===== config.mk =====
export PLATFORM = sky130hd
export DESIGN_NAME = spi_port
export DESIGN_NICKNAME = d
export VERILOG_FILES = /design/src/rtl/spi_port.sv
export SDC_FILE = /design/constraint.sdc
export NUM_CORES = 1
export LEC_CHECK = 0
export ABC_AREA = 1
export BUFFER_PORTS_ARGS = -buffer_cell sky130_fd_sc_hd__buf_4
export CAP_MARGIN = 5
export CORE_ASPECT_RATIO = 0.7
export CORE_MARGIN = 4
export CORE_UTILIZATION = 55
export DETAILED_ROUTE_END_ITERATION = 8
export PLACE_DENSITY = 0.74
export SKIP_CTS_REPAIR_TIMING = 1
export SYNTH_ARGS = -nofsm -noshare
export SYNTH_HDL_FRONTEND = slang
export SYNTH_SLANG_ARGS = --single-unit

===== constraint.sdc =====
create_clock -name clk -period 3.2 [get_ports clk]
set_input_delay 0.16 -clock clk [delete_from_list [all_inputs] [get_ports clk]]
set_output_delay 0.16 -clock clk [all_outputs]
set_load 0.005 [all_outputs]

===== src/rtl/spi_port.sv =====
module spi_port #(
  parameter int W     = 8,
  parameter int HALF0 = 2,
  parameter int HALF1 = 8,
  parameter int HALF2 = 32
) (
  input  logic         clk,
  input  logic         rst_n,
  input  logic [1:0]   addr,
  input  logic         wr_en,
  input  logic         rd_en,
  input  logic [W-1:0] wdata,
  output logic [W-1:0] rdata,
  output logic         irq,
  output logic         sck_o,
  output logic         sck_oe,
  input  logic         sck_i,
  input  logic         sdi,
  output logic         sdo,
  output logic         sdo_oe,
  input  logic         ss_n
);
  localparam int KW = $clog2(2*W+1);
  localparam int BW = $clog2(W+1);
  localparam int HW = $clog2(HALF2+1);
  localparam logic [KW-1:0] KEND = KW'(2*W);
  localparam logic [BW-1:0] NFULL = BW'(W);
  localparam logic [BW-1:0] NLAST = BW'(W-1);
  localparam logic [1:0] A_DATA = 2'd0, A_CTRL = 2'd1, A_STAT = 2'd2;

  logic [6:0]    ctrl;
  logic [W-1:0]  sr, buf_q;
  logic          latch, full, wcol, ovf, irq_f;
  logic          mbusy, sck_q;
  logic [KW-1:0] k;
  logic [HW-1:0] cnt, half;
  logic [BW-1:0] scnt;
  logic [2:0]    sck_s;
  logic [1:0]    sdi_s, ss_s;

  wire master   = ctrl[0];
  wire cpol     = ctrl[1];
  wire lead_out = ctrl[2];
  wire late     = ctrl[3];
  wire ss_en    = ctrl[6];

  wire wr_data = wr_en && addr == A_DATA;
  wire wr_ctrl = wr_en && addr == A_CTRL;
  wire wr_stat = wr_en && addr == A_STAT;
  wire rd_data = rd_en && addr == A_DATA;

  always_comb
    case (ctrl[5:4])
      2'd0:    half = HW'(HALF0);
      2'd1:    half = HW'(HALF1);
      default: half = HW'(HALF2);
    endcase

  wire tick   = mbusy && cnt == half - HW'(1);
  wire m_samp = tick && k < KEND && (k[0] == lead_out);
  wire m_shft = tick && k != '0 && (k[0] != lead_out);
  wire m_done = tick && k == KEND;

  wire ss_idle = ss_en && ss_s[1];
  wire s_act   = !master && !ss_idle;
  wire s_rise  = sck_s[1] && !sck_s[2];
  wire s_fall  = !sck_s[1] && sck_s[2];
  wire s_lead  = cpol ? s_fall : s_rise;
  wire s_trail = cpol ? s_rise : s_fall;
  wire s_samp  = s_act && (lead_out ? s_trail : s_lead);
  wire s_shft  = s_act && (lead_out ? s_lead : s_trail) && scnt != '0;
  wire s_last  = lead_out && s_samp && scnt == NLAST;
  wire s_done  = lead_out ? s_last : (s_shft && scnt == NFULL);

  wire busy     = master ? mbusy : (scnt != '0);
  wire samp_en  = master ? m_samp : s_samp;
  wire shift_en = master ? m_shft : (s_shft || s_last);
  wire done     = master ? m_done : s_done;
  wire sbit     = master ? (late ? sdi : latch) : (s_last ? sdi_s[1] : latch);
  wire [W-1:0] sr_nx  = {sr[W-2:0], sbit};
  wire [W-1:0] rx_val = shift_en ? sr_nx : sr;

  always_ff @(posedge clk or negedge rst_n)
    if (!rst_n) begin
      sck_s <= '0;
      sdi_s <= '0;
      ss_s  <= 2'b11;
    end else begin
      sck_s <= {sck_s[1:0], sck_i};
      sdi_s <= {sdi_s[0], sdi};
      ss_s  <= {ss_s[0], ss_n};
    end

  always_ff @(posedge clk or negedge rst_n)
    if (!rst_n) begin
      mbusy <= 1'b0;
      k     <= '0;
      cnt   <= '0;
      sck_q <= 1'b0;
    end else begin
      if (wr_data && !busy && master) begin
        mbusy <= 1'b1;
        k     <= '0;
        cnt   <= '0;
      end else if (mbusy) begin
        if (tick) begin
          cnt <= '0;
          if (m_done) mbusy <= 1'b0;
          else        k <= k + KW'(1);
        end else begin
          cnt <= cnt + HW'(1);
        end
      end
      if (!mbusy)                 sck_q <= cpol;
      else if (tick && k < KEND)  sck_q <= ~sck_q;
    end

  always_ff @(posedge clk or negedge rst_n)
    if (!rst_n) scnt <= '0;
    else if (master || ss_idle || s_done) scnt <= '0;
    else if (s_samp) scnt <= scnt + BW'(1);

  always_ff @(posedge clk or negedge rst_n)
    if (!rst_n) begin
      sr    <= '0;
      latch <= 1'b0;
    end else begin
      if (samp_en) latch <= master ? sdi : sdi_s[1];
      if (wr_data && !busy) sr <= wdata;
      else if (shift_en)    sr <= sr_nx;
    end

  always_ff @(posedge clk or negedge rst_n)
    if (!rst_n) begin
      ctrl  <= '0;
      buf_q <= '0;
      full  <= 1'b0;
      wcol  <= 1'b0;
      ovf   <= 1'b0;
      irq_f <= 1'b0;
    end else begin
      if (wr_ctrl) ctrl <= wdata[6:0];
      if (done) buf_q <= rx_val;
      if (done)         full <= 1'b1;
      else if (rd_data) full <= 1'b0;
      if (done && full)              ovf <= 1'b1;
      else if (wr_stat && !wdata[2]) ovf <= 1'b0;
      if (done)                      irq_f <= 1'b1;
      else if (wr_stat && !wdata[3]) irq_f <= 1'b0;
      if (wr_data && busy)           wcol <= 1'b1;
      else if (wr_stat && !wdata[1]) wcol <= 1'b0;
    end

  always_comb
    case (addr)
      A_DATA:  rdata = buf_q;
      A_CTRL:  rdata = W'({1'b0, ctrl});
      A_STAT:  rdata = W'({busy, irq_f, ovf, wcol, full});
      default: rdata = '0;
    endcase

  assign irq    = irq_f;
  assign sck_o  = sck_q;
  assign sck_oe = master;
  assign sdo    = sr[W-1];
  assign sdo_oe = master || !ss_idle;

  AST_IDLE_LEVEL: assert property (@(posedge clk) disable iff (!rst_n)
    (master && !mbusy && $past(!mbusy) && $stable(cpol)) |-> sck_o == cpol);
  AST_STEP_RANGE: assert property (@(posedge clk) disable iff (!rst_n)
    mbusy |-> k <= KEND);
  AST_DONE_FLAGS: assert property (@(posedge clk) disable iff (!rst_n)
    done |=> full && irq);
  AST_READ_CLEARS: assert property (@(posedge clk) disable iff (!rst_n)
    (rd_data && !done) |=> !full);
  AST_WCOL_SET: assert property (@(posedge clk) disable iff (!rst_n)
    (wr_data && busy) |=> wcol);
  AST_WCOL_HOLD: assert property (@(posedge clk) disable iff (!rst_n)
    (wcol && !wr_stat) |=> wcol);
  AST_WCOL_IGNORE: assert property (@(posedge clk) disable iff (!rst_n)
    (wr_data && busy && !shift_en) |=> sr == $past(sr));
  AST_NO_OVERFLOW_LOSS: assert property (@(posedge clk) disable iff (!rst_n)
    (done && full) |=> ovf);
  AST_IRQ_HOLD: assert property (@(posedge clk) disable iff (!rst_n)
    (irq && !wr_stat) |=> irq);
  AST_SLAVE_COUNT: assert property (@(posedge clk) disable iff (!rst_n)
    scnt <= NFULL);
  AST_SS_RESET: assert property (@(posedge clk) disable iff (!rst_n)
    (!master && ss_idle) |=> scnt == '0);
endmodule


* After elaboration in Yosys (flattened, before gate mapping) *
Cells that the tools add are included.
W data, S select, Z words.

cells by class
  equal/unequal tests = 11
  mux-type cells = 40
  reduce and logical (&&, ||, !) cells = 51
  $add $sub $neg = 4
  $lt $le $gt $ge = 1
  bitwise operators = 1

operator list
  kind                   count
  $logic_and A1 B1 Y1    27
  $mux W1                27
  $pmux W8 S3            1
  $mux W5                4
  $mux W6                3
  $mux W8                2
  $reduce_bool A2 Y1     7
  $pmux W6 S2            1
  $logic_not A1 Y1       8
  $mux W4                2
  $add A6 B1 Y6 const B  1
  $eq A6 B6 Y1           1
  $sub A6 B1 Y6 const B  1
  $add A5 B1 Y5 const B  1
  $eq A5 B5 Y1 const B   1
  $lt A5 B5 Y1 const B   1
  $reduce_bool A5 Y1     1
  $add A4 B1 Y4 const B  1
  $eq A2 B1 Y1 const B   2
  $eq A4 B3 Y1 const B   1
  $eq A4 B4 Y1 const B   1
  $logic_not A2 Y1       2
  $logic_or A1 B1 Y1     4
  $ne A2 B1 Y1 const B   2
  other kinds (6)        6

storage, ports and cells
  input port bits = 17
  logic and storage cells = 124
  output and inout port bits = 13
  bits in registers = 52

* Longest topological paths before layout *
  word-level depth = 11
  gate-level depth with buffers = 17
  gate-level depth less buffers = 17

* Least setup slack after synthesis *
No wires, ideal clock.

  path kind = register -> register
  start point = reg ctrl[5]
  end point = reg buf_q[1]
  stages on the path, launching flop included = 17
  buffers on the path = 1
  data arrival time = 1771 ps
  slack = 1312 ps
  cells stage by stage = dfrtp_1 -> inv_1 -> nand2_2 -> ha_1 -> nand2_1 -> inv_1 -> nor2_1 -> nand3_1 -> nor2_2 -> nand3_2 -> clkinv_1 -> nand2_2 -> nand2_4 -> inv_2 -> buf_6 -> nand2_1 -> nand2_1

between the ends
  cells in the longest elaborated chain, start to end = 9
  elaborated cells between the ends (all ways) = 12

ends and longest elaborated chain
  item                                                     line  text
  start, declared                                          31    logic [6:0] ctrl;
  start signal, assigned                                   142   if (wr_ctrl) ctrl <= wdata[6:0];
  $eq A2 B1 Y1 / $logic_not A2 Y1 (equally long branches)  53    case (ctrl[5:4])
  $pmux W6 S2 *                                            53
  $sub A6 B1 Y6 *                                          59    wire tick = mbusy && cnt == half - HW'(1);
  $eq A6 B6 Y1 *                                           59
  $logic_and A1 B1 Y1 *                                    59
  $logic_and A1 B1 Y1 (2 in series)                        61    wire m_shft = tick && k != '0 && (k[0] != lead_out);
  $mux W1                                                  77    wire shift_en = master ? m_shft : (s_shft || s_last);
  $mux W8                                                  -
  end signal, assigned                                     143   if (done) buf_q <= rx_val;
  end, declared                                            32    logic [W-1:0] sr, buf_q;

Mark *: on every way between the ends. The rest lies on a longest branch, timed or not.
A chain may end at the register's enable or synchronous reset.

* Worst setup path after layout *
  start point = reg ctrl[4]
  end point = reg sr[5]

between the ends
  cells in the longest elaborated chain, start to end = 10
  elaborated cells between the ends (all ways) = 11

ends and longest elaborated chain
  item                                                     line  text
  $eq A2 B1 Y1 / $logic_not A2 Y1 (equally long branches)  53
  $pmux W6 S2 *                                            53
  $sub A6 B1 Y6 *                                          59
  $eq A6 B6 Y1 *                                           59
  $logic_and A1 B1 Y1 *                                    59
  $logic_and A1 B1 Y1 * (2 in series)                      61
  $mux W1 *                                                77
  $mux W8 * (2 in series)                                  -
  end signal, assigned                                     129   if (wr_data && !busy) sr <= wdata;
  end signal, assigned                                     130   else if (shift_en) sr <= sr_nx;
  end, declared                                            32

Marks and branches as above.

==> summary.md <==
| Metric | Value |
|---|---|
| Synth async-reset ratio | 100.0% |
| Post-synth top area cell | dfrtp_1 |
| NumNets Final | 415 |
| Int Power | 0.001323 W |
| Max Root-Sink Buffers | 2 |
| H-tree level count | 2 |
| Yosys warnings | 0 |
| Num ports | 30 |
| Initial core utilization | 57.45% |
| Placed cell area | 0.003044 mm2 |
| Fin Clk Skew | 0.009319 ns |
| Filler instances | 437 |
| Top cell type's share of synthesized area | 45.05% |
| Synthesized area per cell | 7.824 um2 |
| Final Util | 66.10% |
| Storage cell area | 0.001304 mm2 |
| Core ar. | 0.004835 mm2 |
| Fin. Hold Viols | 0 |
| Flops & latches, synth | 52 |
| Area occupied by multi-input gates | 0.001254 mm2 |
| Leakage | 1.631 nW |
| DRT Pass-1 Iters | 4 |
| Fin crit period | 2.200 ns |
| Port Buffer Count | 29 |
| Crit Path Class | flop to flop |
| Netlist cell types | 33 |
| Cell count after synthesis | 355 |
| Clock power share | 21.5% |
| Least-Margin Pin Slew | 0.6384 ns |
| Global placement routability congestion | 0.8475 |
| Vias in the first global route | 2160 |
| Total negative setup slack | 0 ns |
| CP max FO | 8 |
| Global-route wire length before repair | 9942 um |
| Setup Viol. Count Final | 0 |
| CP startpoint kind | flop |
| Vias per cell | 5.273 |
| DRT Wirelength | 6056 um |
| DR vias | 2431 |
| Number of remaining DRC errors | 0 |
| Row count | 21 |
| Post-DP HPWL | 4610 um |
| Max Transition Viols Final | 0 |
| Crit end category | flop |
| Clk sinks | 52 |
| CTS Buf Count | 5 |
| RSZ-0062 raised after global routing | no |
| Sw Ratio | 36.31% |
| Drt wl/cell | 13.14 um |
| Clk Latency, worst-skew pair | 0.31 ns |
| NetSw | 0.0007543 W |
| VDD IR-drop max | 0.2696 mV |
| Initial DRC count | 186 |
| P&R area growth vs syn | 15.04% |
| Sequential share of power | 46.0% |
| Most area-consuming cells after synthesis | dfrtp_1 (45%), nand2_1 (15%), nand3_1 (7.2%), inv_1 (5.7%), nor2_1 (4.7%) |
| Most used DFF post-synth | dfrtp_1 |
| Synth top cells by count | nand2_1 (108), dfrtp_1 (50), inv_1 (42) |
| Reg clk slew, reported paths | 0.10 ns |
| Combinational Power Share | 32.5% |
| Most numerous cell in the Yosys netlist | nand2_1 |
| Fin area | 0.003196 mm2 |
| Status | finished, final reports clean |
| Total die area | 0.006269 mm2 |
| Initial antenna violation count | 0 |
| ANT nets after route | 0 |
| Req. time, crit path | 3.40 ns |
| Total track usage | 20.55% |
| WP data arrival | 2.40 ns |
| Relative slew margins | 57.44% |
| Layout cells sized above 1 | 15.31% |
| Maxcap violations | 0 |
| Root buf cell | clkbuf_8 |
| Post-synth EDFFs | 0 |
| Area of the mapped netlist | 0.002778 mm2 |
| Syn Nets | 379 |
| # diodes | 0 |
| Final period util | 68.75% |
| Grt ovf | 0 |
| Die width | 92.94 um |
| Die Height | 67.46 um |
| Seq/Total Area, Yosys | 46.94% |
| CTS tree | yes |
| FMAX | 454.6 MHz |
| PD cells | 650.1 mW/mm2 |
| Hold Path Class | primary input to flop |
| Largest net degree at the start of global routing | 53 |
-- final timing paths --
path                       slack, ns  cells past startpoint  startpoint        to
setup / recovery                1.00                     15     ctrl[4]     sr[5]
hold / removal                  0.05                      3    wdata[7]     sr[7]
setup reg to reg                1.00                     15     ctrl[4]     sr[5]
hold reg to reg                 0.36                      0    sdi_s[0]  sdi_s[1]
max in group asynchronous       2.34                      2       rst_n  sdi_s[1]
min in group asynchronous       0.42                      2       rst_n    cnt[4]
-- per-layer routing --
metal / track usage, % / vias up / share of wire [%] / routed length [um]
met4: 5.850 / 0 / 0.99 / 60
li1: - / 1195 / - / -
met5: 0 / - / 0 / 0
met3: 4.566 / 8 / 7.0 / 424
met1: 31.10 / 1147 / 51 / 3077
met2: 29.60 / 81 / 41 / 2493
-- power by group through the flow --
stage | Clock (W) | Sequential (W) | Combinational, W
floorplan | 0 | 0.000931 | 0.000495
global placement | 0 | 0.000962 | 0.000644
detailed placement | 0 | 0.000963 | 0.000669
CTS | 0.000458 | 0.000953 | 0.000675
global route | 0.000480 | 0.000975 | 0.000780
finish | 0.000448 | 0.000955 | 0.000675
-- stage by stage --
stage | cells | setup slack [ns] | power [W] | hold WS (ns)
after floorplan | 355 | 1.312 | 0.001426 | -0.1356
after global placement | 449 | 1.158 | 0.001607 | 0.2328
after detailed placement | 449 | 1.099 | 0.001632 | 0.2242
after CTS | 457 | 1.003 | 0.002086 | -0.1071
after global routing | 461 | 0.7772 | 0.002235 | 0.07217
final | 461 | 1.000 | 0.002077 | 0.04857
-- cells in the final DEF, fill, tap and decap left out, types with 4 or more instances in the layout --
cell	netlist	layout
buf_4	0	29
a21oi_1	8	8
nand2_1	108	108
clkbuf_8	0	5
nand3_1	40	40
dlygate4sd3_1	0	4
inv_2	4	4
o21ai_0	18	18
dfrtp_1	50	50
inv_1	42	42
xor2_1	7	7
ha_1	7	7
nor2_1	35	35
-- cell families after synthesis --
kind of cell | count (synthesis) | synth area share (%)
fa+ha+maj | 7 | 3.153
xor+xnor | 7 | 2.207
buf+inv | 52 | 7.928
simple gates | 200 | 31.53
flops | 52 | 46.94
compound gates | 35 | 7.433
mux | 2 | 0.8108
-- worst max-delay path: stages (launching register included) --
cell and delay [ns]:
dfrtp_1 0.40, inv_1 0.11, nand2_2 0.07, ha_1 0.30, nand2_1 0.07, inv_1 0.04, nor2_1 0.11, nand3_1 0.10
nor2_2 0.18, nand2_1 0.07, nand2_1 0.10, inv_2 0.06, nor2_4 0.19, nand2_1 0.11, nand3_1 0.10, nand2_1 0.08
-- registers in the layout, indices dropped and copies added (netlist names) --
register / count
buf_q: 8
sr: 8
ctrl: 7
cnt: 6
k: 5
scnt: 4
sck_s: 3
sdi_s: 2
ss_s: 2
full: 1
irq: 1
latch: 1
mbusy: 1
ovf: 1
sck_o: 1
wcol: 1
-- area by class of cell --
cell class / instances / area share (%)
clock buffers: 5 / 2.153
clock inverters: 3 / 1.331
inverters: 48 / 5.717
multi-input cells: 251 / 39.23
flip-flops and latches: 52 / 40.80
well taps: 69 / 2.702
repair buffers: 33 / 8.066
Note: power is estimated with default switching activity, not from simulation.
